### config.mk
export PLATFORM = sky130hd
export DESIGN_NAME = ubt_bidir_xcvr
export DESIGN_NICKNAME = d
export VERILOG_FILES = /design/src/rtl/ubt_pkg.sv /design/src/rtl/ubt_fall_det.sv /design/src/rtl/ubt_lane.sv /design/src/rtl/ubt_port_gate.sv /design/src/rtl/ubt_bidir_xcvr.sv
export SDC_FILE = /design/constraint.sdc
export NUM_CORES = 1
export LEC_CHECK = 0
export BUFFER_PORTS_ARGS = -buffer_cell sky130_fd_sc_hd__buf_2
export CORE_AREA = 2 2 90 70
export CTS_CLUSTER_SIZE = 24
export DETAILED_ROUTE_END_ITERATION = 8
export DIE_AREA = 0 0 92 72
export PLACE_DENSITY = 0.73
export SLEW_MARGIN = 25
export SYNTH_ARGS = -nofsm -noshare
export SYNTH_HDL_FRONTEND = slang
export SYNTH_SLANG_ARGS = --single-unit
### constraint.sdc
create_clock -name clk -period 1.2 [get_ports clk]
set_input_delay 0.24 -clock clk [delete_from_list [all_inputs] [get_ports clk]]
set_output_delay 0.24 -clock clk [all_outputs]
set_load 0.01 [all_outputs]
### src/rtl/ubt_pkg.sv
package ubt_pkg;

    // What a direction's storage does on the coming system edge.
    typedef enum logic [1:0] {
        LANE_HOLD    = 2'd0,
        LANE_FOLLOW  = 2'd1,
        LANE_CAPTURE = 2'd2
    } lane_act_e;

    // The open latch wins over a detected falling edge.
    function automatic lane_act_e lane_pick(input logic le, input logic fall);
        if (le) begin
            return LANE_FOLLOW;
        end else if (fall) begin
            return LANE_CAPTURE;
        end
        return LANE_HOLD;
    endfunction

endpackage

### src/rtl/ubt_fall_det.sv
module ubt_fall_det (
    input  logic clk,
    input  logic rst,
    input  logic level,
    output logic fall
);
    logic prev_d;
    logic prev_q;

    always_comb begin
        prev_d = rst ? 1'b0 : level;
        fall   = prev_q & ~level;
    end

    always_ff @(posedge clk) begin
        prev_q <= prev_d;
    end
endmodule

### src/rtl/ubt_lane.sv
module ubt_lane
    import ubt_pkg::*;
#(
    parameter int WIDTH = 18
) (
    input  logic             clk,
    input  logic             rst,
    input  logic [WIDTH-1:0] din,
    input  logic             le,
    input  logic             dclk,
    output logic [WIDTH-1:0] view
);
    localparam logic [WIDTH-1:0] CLEAR = '0;

    typedef struct packed {
        logic [WIDTH-1:0] held;
    } lane_state_t;

    lane_state_t state_d;
    lane_state_t state_q;
    lane_act_e   act;
    logic        fall;

    ubt_fall_det u_edge (
        .clk   (clk),
        .rst   (rst),
        .level (dclk),
        .fall  (fall)
    );

    always_comb begin
        state_d = state_q;
        act     = lane_pick(le, fall);
        unique case (act)
            LANE_FOLLOW, LANE_CAPTURE: state_d.held = din;
            default:                   state_d.held = state_q.held;
        endcase
        if (rst) begin
            state_d.held = CLEAR;
        end
        view = le ? din : state_q.held;
    end

    always_ff @(posedge clk) begin
        state_q <= state_d;
    end
endmodule

### src/rtl/ubt_port_gate.sv
module ubt_port_gate #(
    parameter int WIDTH       = 18,
    parameter bit ACTIVE_HIGH = 1'b1
) (
    input  logic [WIDTH-1:0] data,
    input  logic             en_pin,
    output logic [WIDTH-1:0] bus,
    output logic             drive
);
    logic en;

    generate
        if (ACTIVE_HIGH) begin : g_hi
            assign en = en_pin;
        end else begin : g_lo
            assign en = ~en_pin;
        end
    endgenerate

    always_comb begin
        drive = en;
        bus   = en ? data : '0;
    end
endmodule

### src/rtl/ubt_bidir_xcvr.sv
module ubt_bidir_xcvr #(
    parameter int WIDTH = 18
) (
    input  logic             clk,
    input  logic             rst,
    input  logic [WIDTH-1:0] a_in,
    output logic [WIDTH-1:0] a_out,
    output logic             a_oe,
    input  logic [WIDTH-1:0] b_in,
    output logic [WIDTH-1:0] b_out,
    output logic             b_oe,
    input  logic             ab_oe,
    input  logic             ab_le,
    input  logic             ab_clk,
    input  logic             ba_oe_n,
    input  logic             ba_le,
    input  logic             ba_clk
);
    logic [WIDTH-1:0] ab_view;
    logic [WIDTH-1:0] ba_view;

    // A to B
    ubt_lane #(.WIDTH(WIDTH)) u_lane_ab (
        .clk  (clk),
        .rst  (rst),
        .din  (a_in),
        .le   (ab_le),
        .dclk (ab_clk),
        .view (ab_view)
    );

    ubt_port_gate #(.WIDTH(WIDTH), .ACTIVE_HIGH(1'b1)) u_gate_b (
        .data   (ab_view),
        .en_pin (ab_oe),
        .bus    (b_out),
        .drive  (b_oe)
    );

    // B to A, enable of opposite polarity
    ubt_lane #(.WIDTH(WIDTH)) u_lane_ba (
        .clk  (clk),
        .rst  (rst),
        .din  (b_in),
        .le   (ba_le),
        .dclk (ba_clk),
        .view (ba_view)
    );

    ubt_port_gate #(.WIDTH(WIDTH), .ACTIVE_HIGH(1'b0)) u_gate_a (
        .data   (ba_view),
        .en_pin (ba_oe_n),
        .bus    (a_out),
        .drive  (a_oe)
    );
endmodule

==> Word level (Yosys, flattened, before mapping) <==
Cells that the tools add are included.
{ "totals": {"register_bits": 38, "elab_cells": 29, "input_bits": 44, "out_inout_bits": 38} }
{ "classes": {"eq_ne": 4, "bitwise_logic": 5, "mux": 14, "reduce_logical": 2} }
{ "ops": {"columns": ["op", "n"], "rows": [
  ["2-to-1 mux 18 bit", 4],
  ["2-to-1 mux 2 bit", 6],
  ["equality test 2 x 1 -> 1 bit (second input constant)", 2],
  ["equality test 2 bit (second input constant)", 2],
  ["2-to-1 mux 1 bit", 4],
  ["OR reduction 2 bit", 2],
  ["inverter 1 bit", 3],
  ["bitwise AND 1 bit", 2]
]} }

==> Depth between registers and ports, before layout <==
Gate-level depths: netlist of run 1.
{ "logic_depth": {"depth_word": 7, "mapped_depth": 5} }

==> Cells and area by module <==
Synthesis of run 1 repeated with hierarchy kept, for this count alone.
{ "hier_totals": {"hier_cells": 248, "hier_area_um2": 2287.2} }
{ "by_module_without_submodules": {"columns": ["mod", "instances", "area_per_inst_um2", "cells_each"], "rows": [
  ["ubt_lane", 2, 967.2, 101],
  ["ubt_port_gate at u_gate_b", 1, 148.9, 20],
  ["ubt_port_gate at u_gate_a", 1, 133.9, 20],
  ["ubt_fall_det", 2, 35.0, 3]
]} }

==> Worst setup path before layout of run 1 <==
OpenSTA, ideal clock, no wires.
{ "synth_timing": {"path_type": "input to output", "start": "input port ba_le", "end": "output port a_out[0]", "slack_ns": 0.120, "n_path_buf": 2, "t_arrival_ns": 0.840, "stages": 4, "path_cell_list": "buf_6 buf_4 mux2i_1 nor2_1"} }
{ "synth_via": {"elab_chain_cells": 2} }
{ "synth_rtl": {"columns": ["item", "line", "rtl"], "rows": [
  ["start, declared", "ubt_bidir_xcvr.sv:16", "input logic ba_le,"],
  ["2-to-1 mux 18 bit", "ubt_lane.sv:41", "view = le ? din : state_q.held;"],
  ["2-to-1 mux 18 bit", "ubt_port_gate.sv:22", "bus = en ? data : '0;"],
  ["end, declared", "ubt_bidir_xcvr.sv:7", "output logic [WIDTH-1:0] a_out,"]
]} }
No other way between the ends.

==> Worst setup path after layout of run 1 <==
{ "layout_timing": {"start": "input port ba_le", "end": "output port a_out[16]"} }
Same word-level chain as after synthesis.

==> results of run 1 <==
## cell type report
type                            instances  area (sq um)
Clock buffer                            7          86.3
Clock inverter                          1          5.00
Timing Repair Buffer                   91           581
Multi-Input combinational cell        184          1380
Inverter                                3          11.3
Tap cell                               78          97.6
Fill cell                             532          2750
Sequential cell                        38           796
## where the power goes
part	total [mW]	switching (mW)	internal [mW]
clock network	0.880	0.417	0.463
registers	1.40	0.0433	1.36
logic	0.686	0.325	0.361
total	2.97	0.785	2.19
## placed cells by master (no fill, tap or decap)
cell type | Yosys | routed
nor2_1 | 20 | 20
clkbuf_8 | 0 | 6
dfxtp_1 | 38 | 10
nor2b_1 | 18 | 18
mux2i_1 | 72 | 71
buf_2 | 2 | 79
dfxtp_2 | 0 | 28
a21oi_2 | 2 | 2
buf_16 | 0 | 1
clkinv_2 | 0 | 1
mux2i_2 | 0 | 1
nand2b_1 | 72 | 72
clkbuf_1 | 9 | 1
buf_12 | 2 | 6
buf_4 | 2 | 5
inv_1 | 3 | 3
## metrics by stage
stage	hold slack, ps	power, mW	cell area (sq um)	setup WS [ps]
after detailed placement	465	2.09	2780	-49.3
after floorplan	392	1.85	2300	120
final	200	2.97	2960	-30.3
after CTS	191	3.02	2920	-29.6
after global routing	209	3.17	2960	-75.9
after global placement	459	2.06	2780	-26.9
## Yosys cell counts
library cell  count  area [sq um]
mux2i_1          72           721
nand2b_1         72           450
dfxtp_1          38           761
nor2_1           20          75.1
nor2b_1          18           113
clkbuf_1          9          33.8
buf_6             5          56.3
inv_1             3          11.3
a21oi_2           2          17.5
buf_12            2          40.0
buf_2             2          10.0
buf_4             2          15.0
## cells by family after synthesis
group	Yosys count	synth area share
flip-flops	38	0.330
AO/OA/AOI/OAI	2	0.00761
buffers and inverters	23	0.0722
multiplexers	72	0.313
AND/OR/NAND/NOR	110	0.277
## worst min-delay path by stage
stage,from,end,slack (ps),depth (start not counted)
after floorplan,ab_clk,u_lane_ab.u_edge.prev_q$_SDFF_PP0_,390,2
after global placement,u_lane_ba.state_q[4]$_SDFFE_PP0P_,u_lane_ba.state_q[4]$_SDFFE_PP0P_,460,2
after detailed placement,u_lane_ab.state_q[5]$_SDFFE_PP0P_,u_lane_ab.state_q[5]$_SDFFE_PP0P_,460,2
after CTS,ba_clk,u_lane_ba.u_edge.prev_q$_SDFF_PP0_,190,3
after global routing,b_in[12],u_lane_ba.state_q[12]$_SDFFE_PP0P_,210,3
final,ba_clk,u_lane_ba.u_edge.prev_q$_SDFF_PP0_,200,3
## what timing repair did
item,4_1_cts,5_1_grt
setup endpoints to repair,7,36
gates cloned,1,0
endpoints found under the hold margin,0,0
gates resized for setup,6,26
pin swaps,0,2
setup buffers,1,1
## metal layers
metal / up-vias / GRT usage / wire (um)
met5: - / 0 / 0
met4: 0 / 0.0448 / 34
met3: 2 / 0.0301 / 235
met2: 48 / 0.271 / 2300
met1: 876 / 0.200 / 2440
li1: 954 / - / -
## registers in the layout, indices dropped and copies added, names as in the netlist
register / cells
u_lane_ab.state_q: 18
u_lane_ba.state_q: 18
u_lane_ab.u_edge.prev_q: 1
u_lane_ba.u_edge.prev_q: 1
## worst max-delay path: cells and delay by family
family,cells,cell delay [ps]
buffers and inverters,3,440
AND/OR/NAND/NOR,1,60
multiplexers,1,240
==> flow_summary.toml, run 1 <==
[logic_synthesis]
ys_seq_elements = 38
synth_fp_nets = 289
syn_inst = 245
synth_cell_type_count = 12
syn_area_per_cell_sq_um = 9.40
ys_seq_area_frac = 0.330
ys_warn_count = 0
syn_area_sq_um = 2300

[status]
violations = "setup timing"
status = "finished with violations"

[global_routing]
grt_pass1_vias = 1823
grt.total_usage = 0.156
antenna_found_initial = 0
overflow = 0
grt_pass1_wl_um = 8360
grt_max_degree = 75

[clocking]
cts-root-buf = "clkbuf_8"
clkLatencyLatePin_ps = 280
clockBufferDepth = 2
clk_pin_slew_ps = 70
htree_num_levels = 2
ctsHoldBuffers = 0
cts_made_buffers = 5
cts_tree = "built"
clock_sinks = 38

[worst_setup_path]
cpMaxStageDelayCell = "mux2i_2"
path_cells = "buf_4 > buf_12 > mux2i_2 > nor2_1 > buf_2"
worstReg2RegStart = "u_lane_ab.u_edge.prev_q$_SDFF_PP0_"
worstPathRequired_ps = 960
reg2reg_setup_slack_ps = 230
cp-startpoint = "ba_le"
path_class = "input port to output pin"
crit_end = "a_out[16]"
critPathCaptureType = "output pin"
start_kind = "input port"
rr_endpoint = "u_lane_ab.state_q[15]$_SDFFE_PP0P_"
slowest_delay_ps = 240
arrival_ps = 990
r2r_cells = 3
critPathMaxFanout = 8

[cells_and_area]
diodes = 0
final_nets = 367
area_growth_pct = 28.4
utilization = 0.518
fin_cells = 402
final_layout_size_suffix_gt1_frac = 0.398

[sta]
rsz0062_at_grt = "yes"
skew_ps = 6.27
slew_violations = 0
period_needed_ps = 1230
hold_viol_final = 0
slew_headroom = 0.754
tns_ps = -47.9
setup_viol = 3
worst_pin_slew_ps = 369
fin_crit_sh = 1.03
max_freq_mhz = 813
setup_slack_ps = -30.3

[floorplan]
placementRows = 24
die_height_um = 72
core_area_sq_um = 5710
die-area_sq_um = 6620
start_util = 0.404
die_w_um = 92
ios = 82

[drt]
drtIter0Drc = 71
ant_nets = 0
via_count = 1880
viasPerCell = 4.68
drcViolationCount = 0
routed_wl_um = 5010
wl_per_cell_um = 12.5
dr.pass1.iters = 4

[pwr]
peakVddDrop_uv = 526
p_per_area_nw_per_um2 = 1000
p_leak_nw = 1.45

[place]
gp_congestion = 0.705
dp.cells = 391
numPortBuffers = 81
hpwl_um = 3490

[job]
cap_violations = 0

[min_path]
min_path_type = "input port to flop"
Power figures use the tool's default switching activity.
==> run 2: changes to the inputs <==
--- a/config.mk
+++ b/config.mk
@@ -5,7 +5,7 @@
 export SDC_FILE = /design/constraint.sdc
 export NUM_CORES = 1
 export LEC_CHECK = 0
-export BUFFER_PORTS_ARGS = -buffer_cell sky130_fd_sc_hd__buf_2
+export BUFFER_PORTS_ARGS = -buffer_cell sky130_fd_sc_hd__clkbuf_2
 export CORE_AREA = 2 2 90 70
 export CTS_CLUSTER_SIZE = 24
 export DETAILED_ROUTE_END_ITERATION = 8
==> run 2 against run 1 <==
The run still ends with setup timing left; clock power hardly changed; non-clock buffer count is 3 higher; sequential share of layout area is 0.28 points lower; combinational power hardly changed; critical path type is now flop to output pin; critical endpoint is now b_out[12].
==> flow_summary.toml, run 2 (same netlist as run 1, synthesis figures left out) <==
[clocking]
cts_tree = "built"
clk_pin_slew_ps = 80
ctsHoldBuffers = 0
htree_num_levels = 2
clkLatencyLatePin_ps = 290
clockBufferDepth = 2
cts_made_buffers = 5
cts-root-buf = "clkbuf_8"
clock_sinks = 38

[pwr]
peakVddDrop_uv = 487
p_sw_uw = 838
p_sw_frac = 0.282
p_int_mw = 2.14
p_per_area_nw_per_um2 = 999
p_leak_nw = 1.47
pwr-share-seq = 0.471
pwr-share-clk = 0.297
comb_power_share = 0.232

[cells_and_area]
reg_top3 = "u_lane_ab.state_q (18), u_lane_ba.state_q (18)"
utilization = 0.522
fillers = 557
final_layout_size_suffix_gt1_frac = 0.394
area_growth_pct = 29.3
diodes = 0
final_nets = 370
layout_common_cells = "72 x mux2i_1, 72 x nand2b_1, 60 x clkbuf_2, 26 x dfxtp_2, 20 x nor2_1"

[global_routing]
grt_pass1_wl_um = 7730
grt_max_degree = 75
overflow = 0
grt_pass1_vias = 1741
grt.total_usage = 0.146
antenna_found_initial = 0

[floorplan]
die-area_sq_um = 6620
placementRows = 24
die_height_um = 72
ios = 82
start_util = 0.404
die_w_um = 92
core_area_sq_um = 5710

[worst_setup_path]
slowest_delay_ps = 330
arrival_ps = 970
r2r_cells = 3
path_buf_inv = 1
path_class = "flop to output pin"
start_kind = "flop"
worstPathRequired_ps = 960
cpMaxStageDelayCell = "dfxtp_2"
crit_family = "flip-flops"
worstReg2RegStart = "u_lane_ab.u_edge.prev_q$_SDFF_PP0_"
reg2reg_setup_slack_ps = 230
rr_endpoint = "u_lane_ab.state_q[14]$_SDFFE_PP0P_"
critPathCaptureType = "output pin"
path_cells = "mux2i_1 > nor2b_1 > buf_2"
cp-startpoint = "u_lane_ab.state_q[12]$_SDFFE_PP0P_"
critPathMaxFanout = 2

[min_path]
whs_path_depth = 3
min_path_type = "input port to flop"
hold_path.startpoint = "ba_clk"
hold_path_end = "u_lane_ba.u_edge.prev_q$_SDFF_PP0_"

[sta]
slew_violations = 0
skew_ps = 8.29
hold_viol_final = 0
setup_viol = 3
fin_crit_sh = 1.01
slew_headroom = 0.727
max_freq_mhz = 825
rsz0062_at_grt = "yes"
setup_slack_ps = -12.1
tns_ps = -29.9
worst_pin_slew_ps = 409
period_needed_ps = 1210

[place]
hpwl_um = 3330
gp_congestion = 0.746
numPortBuffers = 81

[drt]
routed_wl_um = 5050
ant_nets = 0
via_count = 1874
drtIter0Drc = 38
dr.pass1.iters = 4
wl_per_cell_um = 12.5
viasPerCell = 4.63
drcViolationCount = 0

[status]
violations = "setup timing"
status = "finished with violations"

[job]
cap_violations = 0
## run 2: changes by cell type in the layout (fill, tap and decap cells not counted), moves of 2 or more
cell       delta
buf_2        -60
buf_6         +2
clkbuf_16     +2
clkbuf_2     +60
dfxtp_1       +2
dfxtp_2       -2
## run 2: what timing repair did
item | CTS | global route
buffers inserted | 1 | 3
setup endpoints to repair | 10 | 36
resized for setup | 10 | 42
cloned | 0 | 2
## run 2: worst max path at each step
stage | endpoint | slack [ps] | cells past startpoint
final | b_out[12] | -10 | 3
after global routing | b_out[8] | -70 | 3
after CTS | b_out[10] | -30 | 3
after detailed placement | b_out[9] | -10 | 5
after global placement | b_out[9] | 7 | 5
after floorplan | a_out[0] | 120 | 4
## run 2: layout make-up
type	count	area [sq um]	share of cell area
clock buffers	6	72.6	0.0244
clock inverters	2	13.8	0.00462
inverters	3	11.3	0.00378
multi-input cells	184	1380	0.462
flip-flops and latches	38	793	0.266
well taps	78	97.6	0.0328
repair buffers	94	613	0.206
## run 2: per-layer routing
layer  track usage  wire (um)
met3        0.0301        211
met5             0          0
met4        0.0597         59
met2         0.248       2330
met1         0.185       2440
## run 2: power groups by stage
| stage | Combinational, mW | Clock, mW | Sequential [mW] |
|---|---|---|---|
| 2_1_floorplan | 0.445 | 0 | 1.41 |
| 3_3_place_gp | 0.642 | 0 | 1.42 |
| 3_5_place_dp | 0.657 | 0 | 1.42 |
| 4_1_cts | 0.664 | 0.921 | 1.39 |
| 5_1_grt | 0.756 | 0.967 | 1.41 |
| 6_report | 0.689 | 0.883 | 1.40 |
## run 2: worst reg2reg max path, stage by stage, from the launching register on
cell	delay, ps
dfxtp_1	310
a21oi_2	160
buf_12	200
mux2i_1	220
## run 2: per-stage QoR
| step | cell area, sq um | hold WS [ps] | instances | power [mW] | setup slack, ps |
|---|---|---|---|---|---|
| after floorplan | 2300 | 392 | 245 | 1.85 | 120 |
| after global placement | 2770 | 460 | 391 | 2.06 | 6.69 |
| after detailed placement | 2770 | 465 | 391 | 2.08 | -14.9 |
| after CTS | 2870 | 173 | 400 | 2.98 | -33.8 |
| after global routing | 2980 | 183 | 405 | 3.14 | -66.2 |
| final | 2980 | 178 | 405 | 2.97 | -12.1 |
